==> src/rtl/sfr_pkg.sv <==
package sfr_pkg;

   localparam logic [7:0] SFR_READ_OP    = 8'h03;
   localparam int         SFR_WORD_BYTES = 4;
   localparam int         SFR_WORD_BITS  = 8 * SFR_WORD_BYTES;

   // First received byte sits in the top of the shift register; move it to the bottom.
   function automatic logic [SFR_WORD_BITS-1:0] sfr_byte_swap(input logic [SFR_WORD_BITS-1:0] v);
      logic [SFR_WORD_BITS-1:0] r;
      for (int b = 0; b < SFR_WORD_BYTES; b++) begin
         r[8*b +: 8] = v[8*(SFR_WORD_BYTES-1-b) +: 8];
      end
      return r;
   endfunction

endpackage

==> src/rtl/sfr_tick.sv <==
module sfr_tick #(
   parameter int DIV_HALF = 1
) (
   input  logic clk,
   input  logic rst,
   input  logic run,
   output logic tick
);

   if (DIV_HALF < 1) begin : g_bad_div
      $error("sfr_tick: DIV_HALF must be at least 1");
   end

   if (DIV_HALF == 1) begin : g_every
      assign tick = run;
   end else begin : g_count
      localparam int CW = $clog2(DIV_HALF);
      localparam logic [CW-1:0] TOP = CW'(DIV_HALF - 1);
      logic [CW-1:0] cnt_q;

      always_ff @(posedge clk) begin
         if (rst || !run) begin
            cnt_q <= '0;
         end else if (cnt_q == TOP) begin
            cnt_q <= '0;
         end else begin
            cnt_q <= cnt_q + 1'b1;
         end
      end

      assign tick = run && (cnt_q == TOP);


      tick_gap_chk: assert property (@(posedge clk) disable iff (rst)
         tick |=> !tick);
   end

endmodule

==> src/rtl/sfr_seq.sv <==
module sfr_seq
   import sfr_pkg::*;
#(
   parameter int FADDR_W = 24
) (
   input  logic                     clk,
   input  logic                     rst,
   input  logic                     start,
   input  logic [FADDR_W-1:0]       addr,
   input  logic                     tick,
   input  logic                     miso,
   output logic                     sck,
   output logic                     cs_n,
   output logic                     mosi,
   output logic                     busy,
   output logic                     finish,
   output logic [SFR_WORD_BITS-1:0] rx
);

   localparam int OUT_BITS   = 8 + FADDR_W;
   localparam int TOTAL_HALF = 2 * (OUT_BITS + SFR_WORD_BITS);
   localparam int HC_W       = $clog2(TOTAL_HALF + 1);
   localparam logic [HC_W-1:0] LAST_H  = HC_W'(TOTAL_HALF);
   localparam logic [HC_W-1:0] RX_FROM = HC_W'(2 * OUT_BITS);

   if (FADDR_W < 8 || FADDR_W > 32 || (FADDR_W % 8) != 0) begin : g_bad_faddr
      $error("sfr_seq: FADDR_W must be 8, 16, 24 or 32");
   end

   logic [OUT_BITS-1:0] out_sr;
   logic [HC_W-1:0]     hcnt;

   assign finish = busy && tick && (hcnt == LAST_H);
   assign mosi   = out_sr[OUT_BITS-1];

   always_ff @(posedge clk) begin
      if (rst) begin
         busy   <= 1'b0;
         cs_n   <= 1'b1;
         sck    <= 1'b0;
         out_sr <= '0;
         rx     <= '0;
         hcnt   <= '0;
      end else if (!busy) begin
         if (start) begin
            busy   <= 1'b1;
            cs_n   <= 1'b0;
            out_sr <= {SFR_READ_OP, addr};
            hcnt   <= '0;
         end
      end else if (tick) begin
         if (hcnt == LAST_H) begin
            busy <= 1'b0;
            cs_n <= 1'b1;
         end else begin
            sck  <= ~sck;
            hcnt <= hcnt + 1'b1;
            if (!sck) begin
               if (hcnt >= RX_FROM) rx <= {rx[SFR_WORD_BITS-2:0], miso};
            end else begin
               out_sr <= {out_sr[OUT_BITS-2:0], 1'b0};
            end
         end
      end
   end


   sck_idle_chk: assert property (@(posedge clk) disable iff (rst)
      sck |-> !cs_n);


   mosi_mode0_chk: assert property (@(posedge clk) disable iff (rst)
      (!cs_n && $past(!cs_n) && !$fell(sck)) |-> $stable(mosi));


   busy_end_chk: assert property (@(posedge clk) disable iff (rst)
      $fell(busy) |-> (cs_n && !sck));

endmodule

==> src/rtl/sflash_word_reader.sv <==
module sflash_word_reader
   import sfr_pkg::*;
#(
   parameter int ADDR_BITS = 20,
   parameter int SEL_BIT   = 3,
   parameter int FADDR_W   = 24,
   parameter int DIV_HALF  = 1
) (
   input  logic                 clk,
   input  logic                 rst,
   input  logic                 io_wstrb,
   input  logic [ADDR_BITS-1:0] io_word_addr,
   input  logic [31:0]          io_wdata,
   output logic [31:0]          io_rdata,
   output logic                 io_wbusy,
   output logic                 spi_sck,
   output logic                 spi_cs_n,
   output logic                 spi_mosi,
   input  logic                 spi_miso
);

   if (SEL_BIT < 0 || SEL_BIT >= ADDR_BITS) begin : g_bad_sel
      $error("sflash_word_reader: SEL_BIT outside the IO word address");
   end
   if (SFR_WORD_BITS != 32) begin : g_bad_word
      $error("sflash_word_reader: bus word must be 32 bits");
   end

   logic                     sel;
   logic                     tick;
   logic                     finish;
   logic [SFR_WORD_BITS-1:0] rx;
   logic [SFR_WORD_BITS-1:0] word_q;
   logic                     pins_unused;

   assign sel         = io_word_addr[SEL_BIT];
   assign pins_unused = ^{io_word_addr, io_wdata};

   sfr_tick #(.DIV_HALF(DIV_HALF)) u_tick (
      .clk  (clk),
      .rst  (rst),
      .run  (io_wbusy),
      .tick (tick)
   );

   sfr_seq #(.FADDR_W(FADDR_W)) u_seq (
      .clk    (clk),
      .rst    (rst),
      .start  (io_wstrb && sel),
      .addr   (io_wdata[FADDR_W-1:0]),
      .tick   (tick),
      .miso   (spi_miso),
      .sck    (spi_sck),
      .cs_n   (spi_cs_n),
      .mosi   (spi_mosi),
      .busy   (io_wbusy),
      .finish (finish),
      .rx     (rx)
   );

   always_ff @(posedge clk) begin
      if (rst) begin
         word_q <= '0;
      end else if (finish) begin
         word_q <= sfr_byte_swap(rx);
      end
   end

   assign io_rdata = sel ? word_q : '0;


   word_hold_chk: assert property (@(posedge clk) disable iff (rst)
      !$stable(word_q) |-> $fell(io_wbusy));


   start_sel_chk: assert property (@(posedge clk) disable iff (rst)
      $rose(io_wbusy) |-> $past(io_wstrb && sel));


   cs_busy_chk: assert property (@(posedge clk) disable iff (rst)
      $rose(spi_cs_n) |-> $fell(io_wbusy));

endmodule

==> config.mk <==
export PLATFORM = sky130hd
export DESIGN_NAME = sflash_word_reader
export DESIGN_NICKNAME = d
export VERILOG_FILES = /design/src/rtl/sfr_pkg.sv /design/src/rtl/sfr_tick.sv /design/src/rtl/sfr_seq.sv /design/src/rtl/sflash_word_reader.sv
export SDC_FILE = /design/constraint.sdc
export NUM_CORES = 1
export LEC_CHECK = 0
export ABC_AREA = 1
export BUFFER_PORTS_ARGS = -buffer_cell sky130_fd_sc_hd__buf_2
export CAP_MARGIN = 10
export CORE_UTILIZATION = 55
export DETAILED_ROUTE_END_ITERATION = 12
export GPL_TIMING_DRIVEN = 0
export PLACE_DENSITY_LB_ADDON = 0.08
export SLEW_MARGIN = 20
export SYNTH_ARGS = -nofsm -noshare
export SYNTH_HDL_FRONTEND = slang
export SYNTH_SLANG_ARGS = --single-unit
==> constraint.sdc <==
create_clock -name clk -period 2 [get_ports clk]
set_input_delay 0.2 -clock clk [delete_from_list [all_inputs] [get_ports clk]]
set_output_delay 0.2 -clock clk [all_outputs]
set_load 0.1 [all_outputs]
==> out/metrics.yaml <==
status: "complete, no violations"
post-route-util_pct: 64.40
path_clk_slew_ns: 0.11
setup-tns-final_ns: 0
numClockSinks: 107
crit_start: "u_seq.hcnt[0]"
place_area_um2: 5069
ant_nets: 0
io-pin-count: 92
maxCapViolCount: 0
power.density_nw_per_um2: 738.7
regToRegStartpoint: "u_seq.hcnt[0]"
preCtsSetupSlack_ns: 0.2399
finalSetupViolCount: 0
die_h_um: 93.72
avgViaCountPerCell: 5.238
fp.dieW_um: 93.72
yosysWarnings: 0
fp-row-count: 33
min-delay-start: "spi_miso"
grt_max_degree: 19
grt_use_total_pct: 25.36
p_leak_nw: 2.364
die-area_um2: 8783
cts_tree: "yes"
yosysUniqueCellTypes: 27
post_cts_buffers: 0
synth.avg_cell_area_um2: 7.064
worstMarginPinSlew_ns: 0.5427
intPower_w: 0.002866
syn2layout_area_growth_pct: 13.79
cts_max_path_buffers: 2
syn_nets: 713
n_fill_cell: 770
skew_ns: 0.01659
start_kind: "register"
period_share_pct: 88.23
clockRootBuffer: "clkbuf_8"
fin_crit_ns: 1.765
p_sw_w: 0.001024
design_area_um2: 5265
syn_area_um2: 4627
maxSlewHeadroom_pct: 63.82
pwr-share-clk_pct: 34.5
crit_fanout: 10
wl_per_cell_um: 12.45
antenna_cells: 0
end_kind: "register"
finalWirelength_mm: 10.42
finalWeightedCongestion: 0.8335
nets: 786
dr_total_vias: 4384
initial_core_util_pct: 56.60
cts.repair.resized: 0
instances_no_fill: 837
drtIter0Drc: 237
swShare_pct: 26.33
grt_pass1_wl_mm: 17.68
antenna_found_initial: 0
cts_buffers: 9
pwr-share-seq_pct: 56.3
coreArea_um2: 8175
worstPathRequired_ns: 2.27
grt_overflow_total: 0
rsz0062_at_grt: "false"
hp-class: "in -> reg"
ys_seq_area_share_pct: 46.30
critical_path_class: "reg -> reg"
place.detailed.hpwl_mm: 7.352
ir_worst_vdd_mv: 0.4466
drcViolationCount: 0
final-hold-violation-count: 0
p_comb_share_pct: 9.2
syn_inst: 655
h-tree-depth: 3
clock_latency_ns: 0.37
drv_slew: 0
dp_cells: 822
max_freq_mhz: 566.7
io_buffers: 62
worstPathArrival_ns: 2.03
layout-drive-gt1-share_pct: 15.16
ys_ff_latch: 107
first_pass_iters: 5
worst_slack_ns: 0.2353
cts_hold_buf: 0
grt_pass1_vias: 4062
-- kinds of logic after synthesis --
logic type / count (synthesis) / synth area share, %
flip-flops: 107 / 46.30
buffers and inverters: 91 / 9.275
AND/OR/NAND/NOR: 343 / 31.45
AO/OA/AOI/OAI: 112 / 12.44
adder cells (fa/ha/maj): 2 / 0.5407
-- power by group through the flow --
| stage | logic [W] | clock network [W] | registers, W |
|---|---|---|---|
| 6_report | 0.000357 | 0.00134 | 0.00219 |
| 5_1_grt | 0.000396 | 0.00145 | 0.00220 |
| 4_1_cts | 0.000357 | 0.00136 | 0.00219 |
| 3_5_place_dp | 0.000355 | 0 | 0.00224 |
| 3_3_place_gp | 0.000348 | 0 | 0.00224 |
| 2_1_floorplan | 0.000224 | 0 | 0.00227 |
-- placed cells by master (no fill, tap or decap), drive strengths merged --
cell,Yosys,routed
ha,2,2
nand2,184,184
bufinv,0,1
nand3b,1,1
o21ai,35,35
clkinv,0,2
o21bai,2,2
clkbuf,23,32
dfxtp,107,107
nand3,72,72
clkinvlp,0,1
nand4,6,6
buf,22,84
nor3,3,3
inv,46,48
a21boi,1,1
a21oi,74,74
nor2,77,77
-- cells in the mapped netlist --
cell | n | area share (%)
nand2_1 | 180 | 15
dfxtp_1 | 107 | 46
a21oi_1 | 74 | 8.0
nor2_1 | 74 | 6.0
nand3_1 | 70 | 7.6
inv_1 | 44 | 3.6
o21ai_0 | 28 | 3.0
clkbuf_1 | 23 | 1.9
buf_4 | 15 | 2.4
nand4_1 | 6 | 0.81
o21ai_1 | 5 | 0.54
buf_2 | 3 | 0.32
buf_6 | 3 | 0.73
nand2_2 | 3 | 0.41
nor2_4 | 3 | 0.73
nor3_1 | 3 | 0.32
ha_1 | 2 | 0.54
o21ai_2 | 2 | 0.38
o21bai_1 | 2 | 0.32
a21boi_0 | 1 | 0.16
buf_1 | 1 | 0.081
inv_2 | 1 | 0.081
inv_6 | 1 | 0.19
nand2_4 | 1 | 0.24
nand3_2 | 1 | 0.22
nand3_4 | 1 | 0.38
nand3b_1 | 1 | 0.16
-- critical path, stage by stage, from the launching register on --
cell      delay, ns
dfxtp_1        0.36
inv_1          0.07
ha_1           0.16
nand3_2        0.12
nor2_4         0.20
nand2_4        0.11
clkbuf_1       0.24
o21ai_0        0.34
nor2_1         0.06
-- worst paths after layout --
path,endpoint,slack [ns],cells after the start
worst max-delay path,word_q[22],0.24,8
worst min-delay path,u_seq.rx[0],0.12,3
worst max register to register,word_q[22],0.24,8
worst min register to register,u_seq.out_sr[23],0.45,2
-- stage by stage --
step / total power (W) / hold slack, ns
global route: 0.004039 / 0.1106
finish: 0.003889 / 0.1208
global placement: 0.002586 / 0.4364
CTS: 0.003907 / 0.1111
detailed placement: 0.002594 / 0.4430
floorplan: 0.002490 / 0.3644
-- registers in the layout (all words and copies together), names as in the netlist --
name and flops:
u_seq.out_sr 32, u_seq.rx 32, u_seq.busy 1, u_seq.cs_n 1
u_seq.hcnt 8, word_q 32, u_seq.sck 1
-- metal layers --
| layer | routed length [µm] | global-route usage [%] | up-vias | share of wire, % |
|---|---|---|---|---|
| met5 | 0 | 0 | - | 0 |
| met4 | 306 | 14.10 | 0 | 2.9 |
| met3 | 468 | 3.560 | 27 | 4.5 |
| met2 | 5000 | 43.80 | 144 | 48 |
| met1 | 4643 | 30.14 | 1962 | 45 |
| li1 | - | - | 2251 | - |
-- cell type report --
cell class              count  area (µm²)  area share [%]
clock buffers               9       123.9           2.353
multi-input cells         457        2056           39.04
repair buffers             62       310.3           5.894
flip-flops and latches    107        2142           40.68
well taps                 105       131.4           2.495
plain buffers              45       251.5           4.777
clock inverters             6       72.57           1.378
inverters                  46       177.7           3.375
Power figures use the tool's default switching activity.
